===== src/rtl/qenc_pkg.sv =====
// Package: shared mode encoding, flag positions and register addresses
// for the encoder counter channel. Assumes two general registers.
package qenc_pkg;
    typedef enum logic [1:0] {
        MODE_NORMAL  = 2'b00,
        MODE_PHASE   = 2'b01,
        MODE_CASCADE = 2'b10,
        MODE_HOLD    = 2'b11
    } qenc_mode_e;

    localparam int NUM_GR   = 2;
    localparam int FLAG_W   = 5;
    localparam int FLAG_OVF = 2;
    localparam int FLAG_UNF = 3;
    localparam int FLAG_ERR = 4;

    localparam logic [1:0] ADDR_CNT  = 2'd0;
    localparam logic [1:0] ADDR_GR0  = 2'd1;
    localparam logic [1:0] ADDR_GR1  = 2'd2;
    localparam logic [1:0] ADDR_FLAG = 2'd3;
endpackage


===== src/rtl/qenc_sync.sv =====
// Module: multi-stage synchronizer for asynchronous inputs.
// Assumes each bit is independent; STAGES >= 1. Reset clears the chain.
module qenc_sync #(
    parameter int W      = 2,
    parameter int STAGES = 2
) (
    input  logic         clk,
    input  logic         rst_n,
    input  logic [W-1:0] d,
    output logic [W-1:0] q
);
    logic [W-1:0] chain [STAGES];

    // Purpose: shift the raw input through the flop chain.
    always_ff @(posedge clk) begin
        if (!rst_n) begin
            for (int i = 0; i < STAGES; i++) chain[i] <= '0;
        end else begin
            chain[0] <= d;
            for (int i = 1; i < STAGES; i++) chain[i] <= chain[i-1];
        end
    end

    assign q = chain[STAGES-1];
endmodule


===== src/rtl/qenc_phase_dec.sv =====
// Module: 4x two-phase decoder. Compares the synchronized phase pair with
// the pair of the previous cycle. A single-phase change is one step; the
// direction is up when A leads B. A double change is illegal and no step.
// Assumes inputs are already synchronized to clk.
module qenc_phase_dec (
    input  logic clk,
    input  logic rst_n,
    input  logic ph_a,
    input  logic ph_b,
    output logic step_up,
    output logic step_dn,
    output logic illegal
);
    logic [1:0] prev_q;
    logic [1:0] cur;
    logic [1:0] diff;

    assign cur  = {ph_a, ph_b};
    assign diff = cur ^ prev_q;

    // Purpose: remember the phase pair seen in the previous cycle.
    always_ff @(posedge clk) begin
        if (!rst_n) prev_q <= 2'b00;
        else        prev_q <= cur;
    end

    // Purpose: classify the change as up, down, illegal or none.
    always_comb begin
        step_up = 1'b0;
        step_dn = 1'b0;
        illegal = 1'b0;
        if (diff == 2'b11) begin
            illegal = 1'b1;
        end else if (diff[1]) begin
            step_up = (cur[1] != cur[0]);
            step_dn = (cur[1] == cur[0]);
        end else if (diff[0]) begin
            step_up = (cur[1] == cur[0]);
            step_dn = (cur[1] != cur[0]);
        end
    end

    // at most one classification per cycle
    assert_one_class_R3: assert property (@(posedge clk) disable iff (!rst_n)
        $onehot0({step_up, step_dn, illegal}));
    // an illegal change never counts
    assert_illegal_no_step_R4: assert property (@(posedge clk) disable iff (!rst_n)
        illegal |-> (!step_up && !step_dn));
endmodule


===== src/rtl/qenc_count_core.sv =====
// Module: W-bit up/down counter with load. Load wins over a step; up and
// down together cancel. Wrap pulses are combinational so an upper channel
// steps on the same edge. Assumes at most one of up/dn from the caller.
module qenc_count_core #(
    parameter int W = 16
) (
    input  logic         clk,
    input  logic         rst_n,
    input  logic         up,
    input  logic         dn,
    input  logic         ld,
    input  logic [W-1:0] ld_val,
    output logic [W-1:0] cnt,
    output logic [W-1:0] cnt_next,
    output logic         stepped,
    output logic         wrap_hi,
    output logic         wrap_lo
);
    localparam logic [W-1:0] MAX_VAL = '1;
    localparam logic [W-1:0] MIN_VAL = '0;

    logic [W-1:0] cnt_q;
    logic         go_up;
    logic         go_dn;

    assign go_up   = up && !dn && !ld;
    assign go_dn   = dn && !up && !ld;
    assign stepped = go_up || go_dn;
    assign wrap_hi = go_up && (cnt_q == MAX_VAL);
    assign wrap_lo = go_dn && (cnt_q == MIN_VAL);

    // Purpose: next counter value from load or step.
    always_comb begin
        cnt_next = cnt_q;
        if (ld)         cnt_next = ld_val;
        else if (go_up) cnt_next = cnt_q + 1'b1;
        else if (go_dn) cnt_next = cnt_q - 1'b1;
    end

    // Purpose: hold the counter.
    always_ff @(posedge clk) begin
        if (!rst_n) cnt_q <= '0;
        else        cnt_q <= cnt_next;
    end

    assign cnt = cnt_q;

    // wrap up lands on zero
    assert_wrap_up_R5: assert property (@(posedge clk) disable iff (!rst_n)
        wrap_hi |=> (cnt == MIN_VAL));
    // wrap down lands on all ones
    assert_wrap_dn_R6: assert property (@(posedge clk) disable iff (!rst_n)
        wrap_lo |=> (cnt == MAX_VAL));
    // a non-wrapping up step adds exactly one
    assert_step_one_R2: assert property (@(posedge clk) disable iff (!rst_n)
        (go_up && !wrap_hi) |=> (cnt == $past(cnt) + 1'b1));
    // load overrides any step
    assert_load_wins_R10: assert property (@(posedge clk) disable iff (!rst_n)
        ld |=> (cnt == $past(ld_val)));
endmodule


===== src/rtl/qenc_gen_reg.sv =====
// Module: one general register, compare or capture. Compare fires when a
// step lands the counter on the stored value; capture copies the current
// counter on a strobe. A register write wins over a capture.
module qenc_gen_reg #(
    parameter int W = 16
) (
    input  logic         clk,
    input  logic         rst_n,
    input  logic         cap_mode,
    input  logic         cap_strobe,
    input  logic         stepped,
    input  logic [W-1:0] cnt_cur,
    input  logic [W-1:0] cnt_next,
    input  logic         we,
    input  logic [W-1:0] wdata,
    output logic [W-1:0] val,
    output logic         hit
);
    logic [W-1:0] val_q;
    logic         do_cap;

    assign do_cap = cap_mode && cap_strobe && !we;

    // Purpose: event for the flag, compare or capture depending on mode.
    always_comb begin
        if (cap_mode) hit = do_cap;
        else          hit = stepped && (cnt_next == val_q);
    end

    // Purpose: store written or captured value.
    always_ff @(posedge clk) begin
        if (!rst_n)      val_q <= '0;
        else if (we)     val_q <= wdata;
        else if (do_cap) val_q <= cnt_cur;
    end

    assign val = val_q;

    // a capture holds the counter value of the strobe cycle
    assert_capture_R9: assert property (@(posedge clk) disable iff (!rst_n)
        do_cap |=> (val == $past(cnt_cur)));
    // a compare register is only changed by writes
    assert_compare_stable_R8: assert property (@(posedge clk) disable iff (!rst_n)
        (!cap_mode && !we) |=> $stable(val));
endmodule


===== src/rtl/qenc_counter.sv =====
// Module: top of the encoder counter channel. Selects the count source by
// mode, runs the synchronized encoder decoder, the counter core and the
// general registers, and keeps sticky flags behind a small register port.
// Assumes enc_a/enc_b are asynchronous; all other inputs are synchronous.
module qenc_counter
    import qenc_pkg::*;
#(
    parameter int CNT_W     = 16,
    parameter int SYNC_DEPTH = 2
) (
    input  logic              clk,
    input  logic              rst_n,
    input  logic [1:0]        mode,
    input  logic              enc_a,
    input  logic              enc_b,
    input  logic              cnt_en,
    input  logic              casc_up,
    input  logic              casc_dn,
    input  logic [NUM_GR-1:0] gr_cap_mode,
    input  logic [NUM_GR-1:0] cap_strobe,
    input  logic              reg_we,
    input  logic [1:0]        reg_addr,
    input  logic [CNT_W-1:0]  reg_wdata,
    output logic [CNT_W-1:0]  reg_rdata,
    output logic [FLAG_W-1:0] irq_flags,
    output logic              ovf_out,
    output logic              unf_out
);
    logic [1:0]        enc_sync;
    logic              dec_up, dec_dn, dec_bad;
    logic              src_up, src_dn, src_bad;
    logic              wr_cnt;
    logic [CNT_W-1:0]  cnt, cnt_next;
    logic              stepped;
    logic [CNT_W-1:0]  gr_val [NUM_GR];
    logic [NUM_GR-1:0] gr_hit;
    logic [FLAG_W-1:0] flags_q, flag_set, flag_clr;
    qenc_mode_e        mode_e;

    assign mode_e = qenc_mode_e'(mode);
    assign wr_cnt = reg_we && (reg_addr == ADDR_CNT);

    qenc_sync #(.W(2), .STAGES(SYNC_DEPTH)) u_sync (
        .clk(clk), .rst_n(rst_n), .d({enc_a, enc_b}), .q(enc_sync)
    );

    qenc_phase_dec u_dec (
        .clk(clk), .rst_n(rst_n), .ph_a(enc_sync[1]), .ph_b(enc_sync[0]),
        .step_up(dec_up), .step_dn(dec_dn), .illegal(dec_bad)
    );

    // Purpose: choose the count source for the active mode.
    always_comb begin
        src_up  = 1'b0;
        src_dn  = 1'b0;
        src_bad = 1'b0;
        case (mode_e)
            MODE_NORMAL:  src_up = cnt_en;
            MODE_PHASE: begin
                src_up  = dec_up;
                src_dn  = dec_dn;
                src_bad = dec_bad;
            end
            MODE_CASCADE: begin
                src_up = casc_up;
                src_dn = casc_dn;
            end
            default: ;
        endcase
    end

    qenc_count_core #(.W(CNT_W)) u_core (
        .clk(clk), .rst_n(rst_n), .up(src_up), .dn(src_dn),
        .ld(wr_cnt), .ld_val(reg_wdata), .cnt(cnt), .cnt_next(cnt_next),
        .stepped(stepped), .wrap_hi(ovf_out), .wrap_lo(unf_out)
    );

    for (genvar g = 0; g < NUM_GR; g++) begin : g_gr
        logic wr_this;
        assign wr_this = reg_we && (reg_addr == 2'(g + 1));
        qenc_gen_reg #(.W(CNT_W)) u_gr (
            .clk(clk), .rst_n(rst_n), .cap_mode(gr_cap_mode[g]),
            .cap_strobe(cap_strobe[g]), .stepped(stepped), .cnt_cur(cnt),
            .cnt_next(cnt_next), .we(wr_this), .wdata(reg_wdata),
            .val(gr_val[g]), .hit(gr_hit[g])
        );
    end

    // Purpose: gather flag set events and software clears.
    always_comb begin
        flag_set = '0;
        flag_set[NUM_GR-1:0] = gr_hit;
        flag_set[FLAG_OVF]   = ovf_out;
        flag_set[FLAG_UNF]   = unf_out;
        flag_set[FLAG_ERR]   = src_bad;
        flag_clr = (reg_we && reg_addr == ADDR_FLAG) ? reg_wdata[FLAG_W-1:0] : '0;
    end

    // Purpose: sticky flags; a new event wins over a clear.
    always_ff @(posedge clk) begin
        if (!rst_n) flags_q <= '0;
        else        flags_q <= (flags_q & ~flag_clr) | flag_set;
    end

    assign irq_flags = flags_q;

    // Purpose: read mux for the register port.
    always_comb begin
        case (reg_addr)
            ADDR_CNT:  reg_rdata = cnt;
            ADDR_GR0:  reg_rdata = gr_val[0];
            ADDR_GR1:  reg_rdata = gr_val[1];
            default:   reg_rdata = CNT_W'(flags_q);
        endcase
    end

    // a flag stays set unless it is cleared
    assert_flag_sticky_R10: assert property (@(posedge clk) disable iff (!rst_n)
        (flags_q[FLAG_ERR] && !flag_clr[FLAG_ERR]) |=> irq_flags[FLAG_ERR]);
    // in normal mode with no enable and no write the counter holds
    assert_normal_ignores_enc_R11: assert property (@(posedge clk) disable iff (!rst_n)
        (mode_e == MODE_NORMAL && !cnt_en && !wr_cnt) |=> $stable(cnt));
    // in phase mode the counter moves only on decoder steps
    assert_phase_ignores_en_R11: assert property (@(posedge clk) disable iff (!rst_n)
        (mode_e == MODE_PHASE && !dec_up && !dec_dn && !wr_cnt) |=> $stable(cnt));
    // wrap pulses are never both active
    assert_no_dual_wrap_R5: assert property (@(posedge clk) disable iff (!rst_n)
        !(ovf_out && unf_out));
endmodule


===== config.mk =====
export PLATFORM = sky130hd
export DESIGN_NAME = qenc_counter
export DESIGN_NICKNAME = d
export VERILOG_FILES = /design/src/rtl/qenc_pkg.sv /design/src/rtl/qenc_sync.sv /design/src/rtl/qenc_phase_dec.sv /design/src/rtl/qenc_count_core.sv /design/src/rtl/qenc_gen_reg.sv /design/src/rtl/qenc_counter.sv
export SDC_FILE = /design/constraint.sdc
export NUM_CORES = 1
export LEC_CHECK = 0
export ABC_CLOCK_PERIOD_IN_PS = 2900
export BUFFER_PORTS_ARGS = -buffer_cell sky130_fd_sc_hd__buf_4
export CAP_MARGIN = 0
export CORE_ASPECT_RATIO = 0.8
export CORE_UTILIZATION = 53
export CTS_CLUSTER_DIAMETER = 200
export CTS_CLUSTER_SIZE = 12
export DETAILED_ROUTE_END_ITERATION = 6
export PLACE_DENSITY = 0.85
export SYNTH_ARGS = -nofsm -noshare
export SYNTH_HDL_FRONTEND = slang
export SYNTH_SLANG_ARGS = --single-unit

===== constraint.sdc =====
create_clock -name clk -period 2.9 [get_ports clk]
set_input_delay 0.145 -clock clk [delete_from_list [all_inputs] [get_ports clk]]
set_output_delay 0.145 -clock clk [all_outputs]
set_load 0.05 [all_outputs]

==> flow_metrics.env <==
export IMPL_grt_busiest_layer="met2"
export IMPL_r2r_end="irq_flags[0]$_SDFF_PN0_"
export IMPL_seqCellArea_mm2=0.00118
export IMPL_routed_wl_um=16000
export IMPL_final_layout_size_suffix_gt1_frac=0.316
export IMPL_diodes=0
export IMPL_wl_per_cell_um=21.2
export IMPL_drc=0
export IMPL_p_sw_uw=890
export IMPL_crit_type="register to register"
export IMPL_fin_crit_ns=2.96
export IMPL_reg2reg_from="u_dec.prev_q[0]$_SDFF_PN0_"
export IMPL_max_slew_margin=0.277
export IMPL_synth_cell_type_count=70
export IMPL_tightest_slew_ns=1.08
export IMPL_synth_area_per_cell_um2=7.98
export IMPL_intPower_uw=1610
export IMPL_critPathSlowestCell="xor2_1"
export IMPL_vias_per_cell=6.62
export IMPL_max_freq_mhz=337
export IMPL_fin_skew_ns=0.00468
export IMPL_grt_util_met3=0.0943
export IMPL_root_buffer="clkbuf_8"
export IMPL_synthXorXnorAreaFrac=0.0972
export IMPL_required_ns=3.17
export IMPL_tns_ns=-0.0631
export IMPL_io_pins=55
export IMPL_drt_pass1_iterations=7
export IMPL_grt_antenna_before_repair=0
export IMPL_yosys_warnings=0
export IMPL_clk_pin_slew_ns=0.07
export IMPL_syn_num_nets=578
export IMPL_grt_ovfl_total=0
export IMPL_worstSetupEndpoint="irq_flags[0]$_SDFF_PN0_"
export IMPL_port_buffers=54
export IMPL_grt_use_met1=0.506
export IMPL_worstHoldPathType="input port to register"
export IMPL_ir_worst_vdd_v=0.000337
export IMPL_final_cell_mix="buf_4 (135), nand2_1 (69), nor2_1 (59)"
export IMPL_die_x_um=103
export IMPL_critPathMostFrequentCell="buf_4"
export IMPL_ys_seq_area_frac=0.275
export IMPL_floorplan_initialDensity=0.563
export IMPL_grt_usage=0.379
export IMPL_grt_pass1_wl_um=24000
export IMPL_cap_violations=0
export IMPL_grt_use_met2=0.587
export IMPL_worstPathMaxFanout=5
export IMPL_crit_path_start="u_dec.prev_q[0]$_SDFF_PN0_"
export IMPL_violations="setup timing"
export IMPL_fin_ws_ns=-0.0631
export IMPL_area_growth_pct=32.4
export IMPL_r2r_setup_slack_ns=-0.06
export IMPL_die_area_mm2=0.00848
export IMPL_grt_max_degree=30
export IMPL_fillers=562
export IMPL_critPathCaptureType="register"
export IMPL_fin_area_mm2=0.00569
export IMPL_ys_flop_type="dfxtp_1"
export IMPL_path_cells="xor2_2 -> buf_4 -> o31a_1 -> buf_4 -> and3_1 -> buf_4 -> a31oi_1 -> xor2_1 -> o21a_1 -> xor2_1 -> nand4_1 -> o31ai_2"
export IMPL_cts_sinks=59
export IMPL_outcome="finished with violations"
export IMPL_multi_input_comb_area_mm2=0.00309
export IMPL_htreeDepth=3
export IMPL_p_seq_frac=0.373
export IMPL_final_nets=683
export IMPL_rr_worst_depth=12
export IMPL_cp_start_kind="register"
export IMPL_synth_compound_area_frac=0.180
export IMPL_grt_pass1_vias=4650
export IMPL_total_leakage_power_uw=0.00233
export IMPL_gp_congestion=0.973
export IMPL_clk_latency_ns=0.35
export IMPL_power_density_mw_per_mm2=439
export IMPL_cpPeakStageDelay_ns=0.37
export IMPL_period_share=1.02
export IMPL_syn_cell_area_mm2=0.00430
export IMPL_synthAdderAreaFrac=0.0204
export IMPL_layout_commonest_cell="buf_4"
export IMPL_dr_total_vias=4988
export IMPL_postPlaceCellArea_mm2=0.00517
export IMPL_finalSetupViolations=1
export IMPL_async_reset_ff_frac=0
export IMPL_min_from="enc_b"
export IMPL_cts_buffer_depth=2
export IMPL_die_h_um=82.6
export IMPL_dp_hpwl_um=10900
export IMPL_netlist_instances=539
export IMPL_drt_iter0_markers=686
export IMPL_synthSimpleGateAreaFrac=0.297
export IMPL_cts_tree="done"
export IMPL_synth_edf_count=0
export IMPL_combPwrFrac=0.344
export IMPL_final_hold_viol_count=0
export IMPL_postRouteAntennaNets=0
export IMPL_rsz0062_at_grt="yes"
export IMPL_synth_seq_cells=59
export IMPL_switching_share=0.356
export IMPL_synth_top_family_by_area="simple AND/OR/NAND/NOR gates"
export IMPL_worstPathArrival_ns=3.23
export IMPL_core_area_mm2=0.00764
export IMPL_p_clk_frac=0.283
export IMPL_cts_buffers=9
export IMPL_synthMuxAreaShare=0.0733
export IMPL_rows=28
export IMPL_drv_slew=0
## layer usage
| metal | vias up | share of wire |
|---|---|---|
| li1 | 2176 | - |
| met1 | 2302 | 0.38 |
| met2 | 412 | 0.43 |
| met3 | 98 | 0.14 |
| met4 | 0 | 0.042 |
| met5 | - | 0 |
## metrics by stage
| step | setup WS, ns | total power [uW] | util | instances | hold WS, ns |
|---|---|---|---|---|---|
| 2_1_floorplan | 0.0564 | 1390 | - | 539 | 0.272 |
| 3_3_place_gp | -0.201 | 1670 | 0.678 | 725 | 0.353 |
| 3_5_place_dp | -0.318 | 1690 | 0.678 | 725 | 0.355 |
| 4_1_cts | -0.0163 | 2400 | 0.716 | 746 | 0.00661 |
| 5_1_grt | -0.200 | 2580 | 0.745 | 753 | 0.0119 |
| 6_report | -0.0631 | 2500 | 0.745 | 753 | 0.00645 |
## registers in the layout, indices dropped and copies added, names as in the netlist
register	count
u_dec.prev_q	2
g_gr.u_gr.val	32
u_core.cnt	16
u_sync.chain	4
irq_flags	5
## timing repair
item                                    CTS  global route
hold buffers                              1             0
resized for setup                        10            37
gates cloned                              0             1
endpoints found under the hold margin     1             0
setup buffers                             5             6
pin swaps                                10            13
endpoints found under the setup margin    2             3
## power groups by stage
stage	Sequential [uW]	Combinational, uW	Clock (uW)
floorplan	918	470	0
global placement	937	733	0
detailed placement	941	747	0
CTS	923	770	705
global route	933	905	745
finish	931	860	708
## critical path: cells and delay by family, from the launching register on
family	cells	cell delay, ns
AO/OA/AOI/OAI	4	0.98
flip-flops	1	0.34
XOR/XNOR	3	0.73
buffers and inverters	3	0.48
AND/OR/NAND/NOR	2	0.35
## how the worst min path moves through the flow
stage	to	slack, ns	cells past startpoint
global route	u_sync.chain[0][0]$_SDFF_PN0_	0.01	2
detailed placement	u_sync.chain[0][1]$_SDFF_PN0_	0.36	2
CTS	u_sync.chain[0][0]$_SDFF_PN0_	0.007	2
global placement	u_sync.chain[0][0]$_SDFF_PN0_	0.35	2
finish	u_sync.chain[0][0]$_SDFF_PN0_	0.006	2
floorplan	u_dec.prev_q[0]$_SDFF_PN0_	0.27	1
## area by class of cell
class,instances,share of cell area
Multi-Input combinational cell,426,0.543
Sequential cell,59,0.208
Timing Repair Buffer,142,0.191
Clock buffer,13,0.0297
Tap cell,105,0.0231
Inverter,6,0.00396
Clock inverter,2,0.00176
## kinds of logic (layout without fill, tap and decap cells)
| group | Yosys count | count (layout) |
|---|---|---|
| fa+ha+maj | 7 | 7 |
| flops | 59 | 59 |
| mux | 24 | 24 |
| xor+xnor | 43 | 43 |
| buf+inv | 54 | 163 |
| compound gates | 99 | 99 |
| simple gates | 253 | 253 |
## cells in the mapped netlist, types with 11 or more instances
library cell	number	share of area
a311oi_1	32	0.065
and2_1	14	0.020
clkbuf_1	31	0.027
dfxtp_1	59	0.27
mux2i_1	18	0.042
nand2_1	69	0.060
nand3_1	39	0.045
nor2_1	61	0.053
nor3_1	13	0.015
nor4_1	11	0.016
o21ai_0	18	0.021
xnor2_1	19	0.039
xor2_1	21	0.043
Power figures use the tool's default switching activity.
